$ cat src/rtl/cs_acc_pkg.sv
package cs_acc_pkg;
    parameter int ACC_W = 20;
    parameter int OP_W  = 16;
    parameter int SEC_W = 4;

    typedef enum logic {
        ST_HOLD = 1'b0,
        ST_XFER = 1'b1
    } xfer_state_t;
endpackage

$ cat src/rtl/cs_section.sv
module cs_section #(
    parameter int W = 4
) (
    input  logic [W-1:0] a,
    input  logic [W-1:0] b,
    input  logic         cin,
    output logic [W-1:0] sum,
    output logic         cout
);
    logic [W:0] pre0;
    logic [W:0] pre1;

    // Both candidate results are computed without waiting for the carry in.
    always_comb begin
        pre0 = {1'b0, a} + {1'b0, b};
        pre1 = {1'b0, a} + {1'b0, b} + {{W{1'b0}}, 1'b1};
    end

    // The arriving carry only steers the final multiplexer.
    always_comb begin
        if (cin) begin
            sum  = pre1[W-1:0];
            cout = pre1[W];
        end else begin
            sum  = pre0[W-1:0];
            cout = pre0[W];
        end
    end
endmodule

$ cat src/rtl/cs_adder.sv
module cs_adder #(
    parameter int W     = 20,
    parameter int SEC_W = 4
) (
    input  logic [W-1:0] a,
    input  logic [W-1:0] b,
    output logic [W-1:0] sum,
    output logic         cout
);
    localparam int NSEC = W / SEC_W;

    logic [NSEC:0] chain;

    assign chain[0] = 1'b0;

    generate
        for (genvar s = 0; s < NSEC; s++) begin : g_sec
            cs_section #(.W(SEC_W)) u_sec (
                .a    (a[s*SEC_W +: SEC_W]),
                .b    (b[s*SEC_W +: SEC_W]),
                .cin  (chain[s]),
                .sum  (sum[s*SEC_W +: SEC_W]),
                .cout (chain[s+1])
            );
        end
    endgenerate

    assign cout = chain[NSEC];
endmodule

$ cat src/rtl/acc_stage.sv
module acc_stage
    import cs_acc_pkg::*;
#(
    parameter int W = 20
) (
    input  logic         clk,
    input  logic         rst_n,
    input  logic         acc_en,
    input  logic [W-1:0] sum_in,
    input  logic         cout_in,
    output logic [W-1:0] sum_q,
    output logic         carry_q,
    output logic         xfer
);
    xfer_state_t state;
    xfer_state_t state_nx;

    // State register, rising edge.
    always_ff @(posedge clk or negedge rst_n) begin
        if (!rst_n) state <= ST_HOLD;
        else        state <= state_nx;
    end

    always_comb begin
        state_nx = state;
        unique case (state)
            ST_HOLD: state_nx = acc_en ? ST_XFER : ST_HOLD;
            ST_XFER: state_nx = acc_en ? ST_XFER : ST_HOLD;
            default: state_nx = ST_HOLD;
        endcase
    end

    // Staging register: it captures the adder result only when a command is accepted.
    always_ff @(posedge clk or negedge rst_n) begin
        if (!rst_n) begin
            sum_q   <= '0;
            carry_q <= 1'b0;
        end else if (acc_en) begin
            sum_q   <= sum_in;
            carry_q <= cout_in;
        end
    end

    // Output decode.
    always_comb begin
        xfer = (state == ST_XFER);
    end
endmodule

$ cat src/rtl/acc_store.sv
module acc_store #(
    parameter int W = 20
) (
    input  logic         clk,
    input  logic         rst_n,
    input  logic         xfer,
    input  logic [W-1:0] sum_q,
    input  logic         carry_q,
    output logic [W-1:0] total,
    output logic         carry_out
);
    // The falling edge copies the staged sum into the running total.
    always_ff @(negedge clk or negedge rst_n) begin
        if (!rst_n) begin
            total     <= '0;
            carry_out <= 1'b0;
        end else if (xfer) begin
            total     <= sum_q;
            carry_out <= carry_q;
        end
    end
endmodule

$ cat src/rtl/csel_accum.sv
module csel_accum
    import cs_acc_pkg::*;
#(
    parameter int ACC_WIDTH = cs_acc_pkg::ACC_W,
    parameter int OP_WIDTH  = cs_acc_pkg::OP_W,
    parameter int SEC_WIDTH = cs_acc_pkg::SEC_W
) (
    input  logic                 clk,
    input  logic                 rst_n,
    input  logic                 acc_en,
    input  logic [OP_WIDTH-1:0]  operand,
    output logic [ACC_WIDTH-1:0] total,
    output logic                 carry_out
);
    localparam int PAD_W = ACC_WIDTH - OP_WIDTH;

    logic [ACC_WIDTH-1:0] op_ext;
    logic [ACC_WIDTH-1:0] add_sum;
    logic                 add_cout;
    logic [ACC_WIDTH-1:0] sum_q;
    logic                 carry_q;
    logic                 xfer;

    assign op_ext = {{PAD_W{1'b0}}, operand};

    cs_adder #(.W(ACC_WIDTH), .SEC_W(SEC_WIDTH)) u_add (
        .a    (total),
        .b    (op_ext),
        .sum  (add_sum),
        .cout (add_cout)
    );

    acc_stage #(.W(ACC_WIDTH)) u_stage (
        .clk     (clk),
        .rst_n   (rst_n),
        .acc_en  (acc_en),
        .sum_in  (add_sum),
        .cout_in (add_cout),
        .sum_q   (sum_q),
        .carry_q (carry_q),
        .xfer    (xfer)
    );

    acc_store #(.W(ACC_WIDTH)) u_store (
        .clk       (clk),
        .rst_n     (rst_n),
        .xfer      (xfer),
        .sum_q     (sum_q),
        .carry_q   (carry_q),
        .total     (total),
        .carry_out (carry_out)
    );
endmodule

$ cat config.mk
export PLATFORM = sky130hd
export DESIGN_NAME = csel_accum
export DESIGN_NICKNAME = d
export VERILOG_FILES = /design/src/rtl/cs_acc_pkg.sv /design/src/rtl/cs_section.sv /design/src/rtl/cs_adder.sv /design/src/rtl/acc_stage.sv /design/src/rtl/acc_store.sv /design/src/rtl/csel_accum.sv
export SDC_FILE = /design/constraint.sdc
export NUM_CORES = 1
export LEC_CHECK = 0
export BUFFER_PORTS_ARGS = -buffer_cell sky130_fd_sc_hd__buf_2
export CAP_MARGIN = 20
export CORE_MARGIN = 2
export CORE_UTILIZATION = 45
export DETAILED_ROUTE_END_ITERATION = 10
export PLACE_DENSITY = 0.66
export REMOVE_ABC_BUFFERS = 1
export SKIP_LAST_GASP = 1
export SLEW_MARGIN = 20
export SYNTH_ARGS = -nofsm -noshare
export SYNTH_HDL_FRONTEND = slang
export SYNTH_SLANG_ARGS = --single-unit
$ cat constraint.sdc
create_clock -name clk -period 3.91 [get_ports clk]
set_input_delay 0 -clock clk [delete_from_list [all_inputs] [get_ports clk]]
set_output_delay 0 -clock clk [all_outputs]
set_load 0.02 [all_outputs]
After elaboration in Yosys (flattened, before gate mapping)
Cells that the tools add are included.
Word-level totals
  output and inout bits: 21
  bits of input ports: 19
  bits in registers: 43
  logic and storage cells: 22
Cells by class
  multiplexer cells: 9
  $add $sub $neg: 8
Operator list (count)
  4-bit by 4-bit adder with 5-bit output: 4
  4-bit 2-to-1 mux: 4
  5-bit by 1-bit adder with 5-bit output (second input constant): 3
  4-bit by 1-bit adder with 5-bit output (second input constant): 1
  1-bit 2-to-1 mux: 5

Depth between registers and ports, before layout
Gate-level depths: netlist of the first run.
  depth in word-level cells: 6
  mapped depth: 12
  mapped depth without buffers: 12

Cells and area by module
A second synthesis of the first run with hierarchy kept.
Second synthesis, totals
  cells, all modules: 226
  area total of the unflattened synthesis: 2947.8 um^2
By module, submodules not included
  cs_section (u_add.g_sec[0].u_sec ...): sequential area each 0.0 um^2, area an instance 237.7 um^2, instances 4, cells each 26
  acc_stage: sequential area each 550.5 um^2, area an instance 884.6 um^2, instances 1, cells each 45
  acc_store: sequential area each 525.5 um^2, area an instance 859.6 um^2, instances 1, cells each 44
  cs_section (u_add.g_sec[2].u_sec): sequential area each 0.0 um^2, area an instance 245.2 um^2, instances 1, cells each 31
  cs_adder: sequential area each 0.0 um^2, area an instance 3.8 um^2, instances 1, cells each 1
  csel_accum: sequential area each 0.0 um^2, area an instance 3.8 um^2, instances 1, cells each 1

==> results_dict.tcl, run 1 <==
set metrics [dict create \
    outcome "finished with violations" \
    violations "negative setup slack" \
    grt_remaining_overflow 0 \
    drt-pass1-iter-count 4 \
    row_count 26 \
    filler_cell_count 417 \
    synth_enable_flop_cells 0 \
    antenna_cells 0 \
    min-delay-path-class "input port to flop" \
    rrSetupSlack_ns -1.21 \
    postRouteWirelength_um 5040 \
    io_buf_count 39 \
    cts-root-to-sink-buffers 2 \
    syn2layout_area_growth_pct 34.7 \
    crit-reg2reg-launch "u_store.total[4]" \
    total_i_o_pin_count 40 \
    detailedPlacementHpwl_um 3390 \
    synth.avg_cell_area_um2 11.1 \
    synth.top_cells.by_area "dfrtp_1 (22%), dfrtn_1 (21%), mux2_2 (11%)" \
    die_x_um 78.0 \
    remaining_drc_errors 0 \
    wire_length_of_the_first_global_routing_pass_um 8380 \
    cts-root-buf "clkbuf_8" \
    critPathMaxFanout 5 \
    floorplan.die.height_um 78.0 \
    initial_core_utilization_pct 47.4 \
    rsz0062_at_grt "true" \
    worst_ir_drop_vdd_mv 0.458 \
    initial_antenna_violation_count 0 \
    core_area_um2 5200 \
    timing.setup.critical_path_class "flop to flop" \
    vias_per_cell 5.03 \
    fin_total_pwr_mw 2.90 \
    synth_top_area_cell "dfrtp_1" \
    maximum_number_of_pins_on_one_net_before_global_route_repair 39 \
    r2r_cells 12 \
    power_density_nw_per_um2 874 \
    cp_data_arrival_time_ns 5.34 \
    required_ns 4.12 \
    ys_warn_count 0 \
    layout-drive-gt1-share_pct 47.4 \
    layout.nets 354 \
    critPathCaptureType "flop" \
    cts_htree_levels 2 \
    first_global_vias 1925 \
    synth_seq_cells 43 \
    wire_per_inst_um 13.2 \
    startpoint "u_store.total[4]" \
    synth_cell_types 36 \
    totalNegativeSetupSlack_ns -11.89 \
    syn-instance-count 223 \
    min_from "operand[0]" \
    initialDrtViolationCount 58 \
    fin_skew_ns 0.0144 \
    setup.worst_path.start_class "flop" \
    drt.antenna.violating_nets 0 \
    postLayoutSetupSlackWorst_ns -1.21 \
    worstHoldPathCells 3 \
    synth-seq-area-share_pct 43.6 \
    postSynth.asyncResetShare_pct 100 \
    summed_instance_area_of_the_synthesized_netlist_um2 2470 \
    postSynth.topFlopCell "dfrtp_1" \
    cts_tree "yes" \
    cellLeakagePower_nw 1.58 \
    floorplan_die_area_um2 6090 \
    clkTransAtPathRegs_ns 0.08 \
    synth_top_area_share_pct 22.3 \
    clock_sinks 43 \
    setup-violations-final 14 \
    clkLatencyLatePin_ns 0.30 \
    drv_cap 0 \
    gp_routability_congestion 0.781 \
    worst_pin_slew_ns 0.866 \
    final-hold-violation-count 0 \
    slew_margin_rel_pct 42.3 \
    track_usage_pct 17.1 \
    slew_viol_final 0 \
    route.vias.total 1922 \
    cts-buffers-inserted 5 \
]
-- metal layers --
layer	vias up	routed length (µm)	share of wire [%]	global-route usage, %
li1	958	-	-	-
met1	927	2350	47	21.4
met2	31	2510	50	30.0
met3	6	126	2.5	2.99
met4	0	52	1.0	5.44
met5	-	0	0	0
-- worst max-delay path: stages, from the launching register on --
cell and delay, ns:
dfrtn_1 0.41, ha_2 0.19, inv_2 0.04, fa_1 0.51, inv_2 0.10, ha_4 0.13
nand2_2 0.05, nor4b_4 0.29, xnor2_2 0.16, o21a_2 0.28, o21a_4 0.24, or4_4 0.52
a31oi_4 0.17
-- what timing repair did --
action                                  CTS  global route
gates resized for setup                  17            17
hold endpoints to repair                 15             0
hold buffers                              1             0
pin swaps                                17            21
gates cloned                              1             0
buffers inserted                          4             7
endpoints found under the setup margin   16            15
-- cells in the final DEF (no fill, tap or decap), types with 2 or more instances in the layout --
cell and n:
buf_4 44, o21ai_1 2, nand3_2 2, xor2_1 7
a21oi_1 17, fa_1 3, dfrtn_1 21, xnor2_2 3
a31oi_1 3, nand2_2 2, nand4_1 2, inv_2 2
nand3_1 4, nor2_1 16, ha_1 17, buf_6 2
nand2_1 7, mux2i_1 2, xnor2_1 7, mux2_2 25
o21a_2 2, clkbuf_1 2, inv_1 14, ha_2 2
clkbuf_8 5, buf_2 40, o21ai_0 5, dfrtp_1 22
a21o_1 6
-- registers in the layout (all words and copies together), names as in the netlist --
| register | cells |
|---|---|
| u_stage.carry_q | 1 |
| u_stage.sum_q | 20 |
| u_stage.xfer | 1 |
| u_store.carry_out | 1 |
| u_store.total | 20 |
-- per-stage QoR --
stage,hold WS [ns],area [µm²],util [%],setup slack (ns),cells
after floorplan,-0.296,2440,-,-1.22,216
after global placement,0.157,3000,57.7,-1.09,362
after detailed placement,0.159,3000,57.7,-1.17,362
after CTS,0.0670,3200,61.5,-1.09,375
after global routing,0.104,3320,63.8,-1.32,382
final,0.0921,3320,63.8,-1.21,382
-- report_power, final --
part           switching (mW)  leakage (nW)  internal (mW)  total, mW
clock network           0.146        0.0422          0.126      0.271
logic                   0.878          1.04          0.952       1.83
registers               0.135         0.494          0.668      0.803
total                    1.16          1.58           1.75       2.90
-- final cells by class --
class	instances	area, µm²	area share, %
clock buffer	7	76.3	2.30
multi-input combinational	158	1460	43.8
sequential	43	1080	32.4
tap	70	87.6	2.64
inverter	16	60.1	1.81
clock inverter	1	5.00	0.151
timing repair buffer	87	563	16.9
-- cells by family after synthesis --
group	count (synthesis)	synth area share, %
AOI/OAI and AO/OA	40	9.94
xor gates and xnor gates	18	6.39
adders and majority gates	24	13.4
buffers and inverters	23	3.50
DFF	43	43.6
muxes	27	12.2
and+or+nand+nor	48	11.0
-- final timing paths --
path / to
min in group asynchronous: u_stage.carry_q
max reg2reg: u_stage.sum_q[19]
min: u_stage.sum_q[0]
max: u_stage.sum_q[19]
min reg2reg: u_store.carry_out
max in group asynchronous: u_store.total[4]
-- synth_stat cells (2+ instances only) --
| library cell | n |
|---|---|
| o31ai_1 | 2 |
| nor2_1 | 16 |
| mux2_2 | 25 |
| o21ai_0 | 7 |
| nand3_1 | 6 |
| xnor2_1 | 10 |
| mux2i_1 | 2 |
| or4_1 | 2 |
| a31oi_1 | 4 |
| xor2_1 | 8 |
| clkbuf_1 | 6 |
| nand2_1 | 10 |
| dfrtn_1 | 21 |
| a21oi_1 | 17 |
| ha_1 | 20 |
| a21o_1 | 6 |
| fa_1 | 4 |
| dfrtp_1 | 22 |
| nand4_1 | 2 |
| or3_2 | 2 |
| inv_1 | 16 |
No activity file was read; power rests on OpenSTA's default activity.
==> inputs of run 2 (changes only) <==
--- a/config.mk
+++ b/config.mk
@@ -10,8 +10,10 @@
 export CORE_MARGIN = 2
 export CORE_UTILIZATION = 45
 export DETAILED_ROUTE_END_ITERATION = 10
+export HOLD_SLACK_MARGIN = 0.1
 export PLACE_DENSITY = 0.66
 export REMOVE_ABC_BUFFERS = 1
+export SETUP_SLACK_MARGIN = 0.3
 export SKIP_LAST_GASP = 1
 export SLEW_MARGIN = 20
 export SYNTH_ARGS = -nofsm -noshare
==> run 2 against run 1 <==
Compared with the run above: the run still ends with negative setup slack left; register-to-register slack gained 0.19 ns; global-route usage grew 0.27 points; via count shrank 0.21%; highest routed layer unchanged.
==> results_dict.tcl, run 2 (synthesis gave the netlist of run 1 again) <==
set metrics [dict create \
    io_buf_count 39 \
    min-delay-path-class "input port to flop" \
    dpl-instance-area_um2 3000 \
    remaining_drc_errors 0 \
    maximum_number_of_pins_on_one_net_before_global_route_repair 39 \
    first_global_vias 1908 \
    wire_per_inst_um 12.8 \
    initialDrtViolationCount 57 \
    setup-violations-final 14 \
    postLayoutSetupSlackWorst_ns -1.02 \
    critPathCaptureType "flop" \
    floorplan.die.height_um 78.0 \
    area_of_combinational_cells_with_multiple_inputs_um2 1460 \
    core_area_um2 5200 \
    required_ns 4.12 \
    cts_htree_levels 2 \
    track_usage_pct 17.3 \
    layout.core_utilization_pct 64.4 \
    critPathMaxFanout 5 \
    grt_remaining_overflow 0 \
    worst_pin_slew_ns 0.838 \
    initial_core_utilization_pct 47.4 \
    drv_cap 0 \
    layout.nets 355 \
    violations "negative setup slack" \
    final-hold-violation-count 0 \
    clock_sinks 43 \
    setup.worst_path.end "u_stage.sum_q[19]" \
    fin_total_pwr_mw 2.93 \
    clkTransAtPathRegs_ns 0.08 \
    die_x_um 78.0 \
    rrSetupSlack_ns -1.02 \
    postRouteWirelength_um 4910 \
    slew_viol_final 0 \
    worst_ir_drop_vdd_mv 0.455 \
    cts-root-to-sink-buffers 2 \
    worstHoldPathCells 1 \
    totalNegativeSetupSlack_ns -10.44 \
    top_regs "u_stage.sum_q (20), u_store.total (20)" \
    final_cell_mix "buf_4 (43), buf_2 (39), mux2_2 (24)" \
    stdcell_area_um2 3350 \
    startpoint "u_store.total[4]" \
    layout-drive-gt1-share_pct 48.2 \
    syn2layout_area_growth_pct 35.8 \
    cellLeakagePower_nw 1.59 \
    clkLatencyLatePin_ns 0.29 \
    pre_cts_ws_ns -1.17 \
    timing.rr.end "u_stage.sum_q[19]" \
    vias_per_cell 5.01 \
    power_density_nw_per_um2 876 \
    setup.worst_path.start_class "flop" \
    placed_cells_incl_taps 362 \
    fin_skew_ns 0.0133 \
    rsz0062_at_grt "true" \
    drt-pass1-iter-count 4 \
    slew_margin_rel_pct 44.1 \
    route.vias.total 1918 \
    outcome "finished with violations" \
    drt.antenna.violating_nets 0 \
    filler_cell_count 420 \
    detailedPlacementHpwl_um 3390 \
    final-instance-count-excl-fill 383 \
    crit-reg2reg-launch "u_store.total[4]" \
    cts_tree "yes" \
    sequential_cell_area_um2 1080 \
    floorplan_die_area_um2 6090 \
    cts-buffers-inserted 5 \
    cts-root-buf "clkbuf_8" \
    cp_data_arrival_time_ns 5.14 \
    antenna_cells 0 \
    initial_antenna_violation_count 0 \
    wire_length_of_the_first_global_routing_pass_um 8440 \
    total_i_o_pin_count 40 \
    mostFrequentLayoutCell "buf_4" \
    gp_routability_congestion 0.781 \
    hold-worst-slack_ns 0.171 \
    timing.setup.critical_path_class "flop to flop" \
    row_count 26 \
    r2r_cells 13 \
]
==> run 2: worst min path at each step <==
stage	end	start	slack, ns
2_1_floorplan	u_stage.carry_q	rst_n	-0.30
3_3_place_gp	u_stage.carry_q	rst_n	0.16
3_5_place_dp	u_stage.sum_q[17]	rst_n	0.16
4_1_cts	u_stage.xfer	acc_en	0.17
5_1_grt	u_stage.xfer	acc_en	0.20
6_report	u_stage.xfer	acc_en	0.17
==> run 2: metal layers <==
| metal | share of wire [%] | routed length, µm | track usage (%) |
|---|---|---|---|
| met4 | 0.84 | 41 | 4.74 |
| met2 | 51 | 2500 | 30.9 |
| met3 | 3.4 | 168 | 2.87 |
| met1 | 45 | 2200 | 21.9 |
| met5 | 0 | 0 | 0 |
==> run 2: area by class of cell <==
class / instances / area share, %
Tap cell: 70 / 2.61
Sequential cell: 43 / 32.1
Inverter: 16 / 1.79
Clock inverter: 1 / 0.149
Multi-Input combinational cell: 158 / 43.6
Timing Repair Buffer: 88 / 17.4
Clock buffer: 7 / 2.28
==> run 2: worst max-delay path: stages, from the launching register on <==
cell	delay, ns
dfrtn_1	0.41
ha_2	0.19
inv_2	0.04
fa_2	0.42
inv_2	0.09
ha_4	0.15
nand2_4	0.05
nor4b_4	0.28
xnor2_2	0.19
nor4_4	0.09
buf_4	0.14
o21a_4	0.21
or4_1	0.45
a31oi_1	0.17
==> run 2: repair_timing <==
item | 4_1_cts | 5_1_grt
hold endpoints to repair | 16 | 0
setup endpoints to repair | 17 | 18
pin swaps | 19 | 12
resized for setup | 25 | 13
cloned | 1 | 0
buffers inserted | 6 | 4
hold buffers | 2 | 0
==> run 2: power by group <==
| part | switching, mW | total [mW] | internal (mW) |
|---|---|---|---|
| clock | 0.148 | 0.273 | 0.126 |
| sequential | 0.132 | 0.800 | 0.668 |
| combinational | 0.883 | 1.86 | 0.978 |
==> inputs of run 3 (changes only) <==
--- a/config.mk
+++ b/config.mk
@@ -7,11 +7,14 @@
 export LEC_CHECK = 0
 export BUFFER_PORTS_ARGS = -buffer_cell sky130_fd_sc_hd__buf_2
 export CAP_MARGIN = 20
+export CELL_PAD_IN_SITES_DETAIL_PLACEMENT = 1
+export CELL_PAD_IN_SITES_GLOBAL_PLACEMENT = 1
 export CORE_MARGIN = 2
-export CORE_UTILIZATION = 45
+export CORE_UTILIZATION = 44
 export DETAILED_ROUTE_END_ITERATION = 10
 export HOLD_SLACK_MARGIN = 0.1
-export PLACE_DENSITY = 0.66
+export MAX_ROUTING_LAYER = met4
+export PLACE_DENSITY_LB_ADDON = 0.1
 export REMOVE_ABC_BUFFERS = 1
 export SETUP_SLACK_MARGIN = 0.3
 export SKIP_LAST_GASP = 1
==> run 3 against run 2 <==
Compared with the run above: the flow still finishes with violations (negative setup slack); cell count increased by 0.26%; power increased by 7.1%; non-clock buffer count unchanged; critical path type unchanged.
==> results_dict.tcl, run 3 (synthesis gave the netlist of run 1 again) <==
set metrics [dict create \
    final-hold-violation-count 0 \
    placed_cells_incl_taps 361 \
    switching_power_mw 1.31 \
    fin_skew_ns 0.00975 \
    total_i_o_pin_count 40 \
    floorplan.die.height_um 78.9 \
    outcome "finished with violations" \
    final-instance-count-excl-fill 384 \
    p_sw_share_pct 41.8 \
    worst_pin_slew_ns 0.722 \
    io_buf_count 39 \
    vias_per_cell 5.15 \
    final_cell_mix "buf_4 (43), buf_2 (39), mux2_2 (24)" \
    critPathCaptureType "flop" \
    crit_buf_inv 2 \
    rsz0062_at_grt "true" \
    violations "negative setup slack" \
    setup.worst_path.start_class "flop" \
    remaining_drc_errors 0 \
    clkTransAtPathRegs_ns 0.08 \
    drt.antenna.violating_nets 0 \
    grt_util_met3_pct 3.98 \
    p_clk_share_pct 9.2 \
    syn2layout_area_growth_pct 36.9 \
    layout.nets 354 \
    cts-buffers-inserted 5 \
    postLayoutSetupSlackWorst_ns -1.14 \
    wire_per_inst_um 17.3 \
    cell_family_with_the_largest_share_of_critical_path_delay "simple AND/OR/NAND/NOR gates" \
    postRouteWirelength_um 6640 \
    top_regs "u_stage.sum_q (20), u_store.total (20)" \
    detailedPlacementHpwl_um 4090 \
    grt_remaining_overflow 0 \
    mostFrequentLayoutCell "buf_4" \
    initial_core_utilization_pct 45.1 \
    cts-root-to-sink-buffers 2 \
    drv_cap 0 \
    cts_htree_levels 2 \
    worst_ir_drop_vdd_mv 0.372 \
    row_count 27 \
    gp_routability_congestion 0.756 \
    cp_data_arrival_time_ns 5.28 \
    cts_tree "yes" \
    comb_power_share_pct 64.9 \
    floorplan_die_area_um2 6220 \
    antenna_cells 0 \
    cts-root-buf "clkbuf_8" \
    slew_viol_final 0 \
    die_x_um 78.9 \
    min-delay-path-class "input port to flop" \
    track_usage_pct 21.8 \
    initial_antenna_violation_count 0 \
    totalNegativeSetupSlack_ns -12.62 \
    power.internal_mw 1.83 \
    fin_total_pwr_mw 3.14 \
    critPathMostFrequentCell "inv_2" \
    power_density_nw_per_um2 930 \
    timing.setup.critical_path_class "flop to flop" \
    cellLeakagePower_nw 1.60 \
    core_area_um2 5470 \
    seq_power_share_pct 25.9 \
    drt-pass1-iter-count 4 \
    clkLatencyLatePin_ns 0.31 \
    layout-drive-gt1-share_pct 49.0 \
    maximum_number_of_pins_on_one_net_before_global_route_repair 36 \
    gr-max-usage-layer "met2" \
    route.vias.total 1977 \
    required_ns 4.14 \
    clock_sinks 43 \
    critPathMaxFanout 6 \
    slew_margin_rel_pct 51.9 \
    first_global_vias 2159 \
    gr-usage-met2_pct 37.8 \
    wire_length_of_the_first_global_routing_pass_um 10200 \
    setup-violations-final 16 \
    path_cells "ha_2 > inv_2 > fa_2 > inv_2 > ha_4 > nand2_4 > nor4b_4 > xnor2_2 > o21a_1 > o21a_4 > or4_4 > a31oi_4" \
    initialDrtViolationCount 130 \
    crit_path_max_incr_delay_ns 0.45 \
    cp_slowest_cell "fa_2" \
    grt_use_met1_pct 26.3 \
]
[run 3: cell types whose count changed in the layout (fill, tap and decap cells not counted), sizes merged]
cell,change
clkbuf,-1
clkinvlp,+1
o21a,-1
[run 3: worst reg2reg max path, delay by kind of cell, from the launching register on]
kind / cells / cell delay [ns]
flops: 1 / 0.43
simple gates: 3 / 0.85
buf+inv: 2 / 0.14
compound gates: 3 / 0.64
fa+ha+maj: 3 / 0.80
xor+xnor: 1 / 0.17
[run 3: area by class of cell]
class / count / area (µm²)
well taps: 72 / 90.1
clock buffers: 6 / 72.6
fillers: 615 / 2090
inverters: 16 / 60.1
flip-flops and latches: 43 / 1080
multi-input cells: 157 / 1480
clock inverters: 2 / 12.5
repair buffers: 88 / 592
[run 3: repair_timing]
action,CTS,global route
hold buffers,2,0
setup buffers,10,3
gates cloned,0,0
hold endpoints to repair,23,0
setup endpoints to repair,17,18
pin swaps,25,15
resized for setup,27,13
[run 3: path summary, 6_finish.rpt]
check,slack (ns),depth (start not counted),end,start
max in group asynchronous,1.32,3,u_store.total[18],rst_n
max,-1.14,12,u_stage.sum_q[18],u_store.total[4]
min in group asynchronous,0.20,2,u_stage.sum_q[9],rst_n
min reg2reg,0.46,1,u_store.carry_out,u_store.carry_out
max reg2reg,-1.14,12,u_stage.sum_q[18],u_store.total[4]
min,0.19,1,u_stage.xfer,acc_en
[run 3: per-layer routing]
layer,part of all wire (%),wire [µm],vias up
met3,3.2,212,11
met5,0,0,-
met2,53,3520,39
met4,2.0,135,0
li1,-,-,947
met1,42,2770,980
[run 3: power by group through the flow]
stage,combinational [mW],sequential [mW],clock [mW]
global placement,1.55,0.802,0
global route,2.21,0.838,0.313
CTS,1.86,0.810,0.293
floorplan,0.859,0.924,0
detailed placement,1.61,0.815,0
finish,2.04,0.813,0.290
[run 3: through the flow]
stage / utilization (%) / hold WS, ns / setup WS, ns / cell area (µm²)
final: 61.7 / 0.188 / -1.14 / 3380
after global routing: 61.7 / 0.225 / -1.26 / 3380
after CTS: 60.1 / 0.189 / -1.03 / 3290
after detailed placement: 54.7 / 0.00726 / -1.26 / 2990
after global placement: 54.7 / 0.0101 / -1.12 / 2990
after floorplan: - / -0.296 / -1.22 / 2440
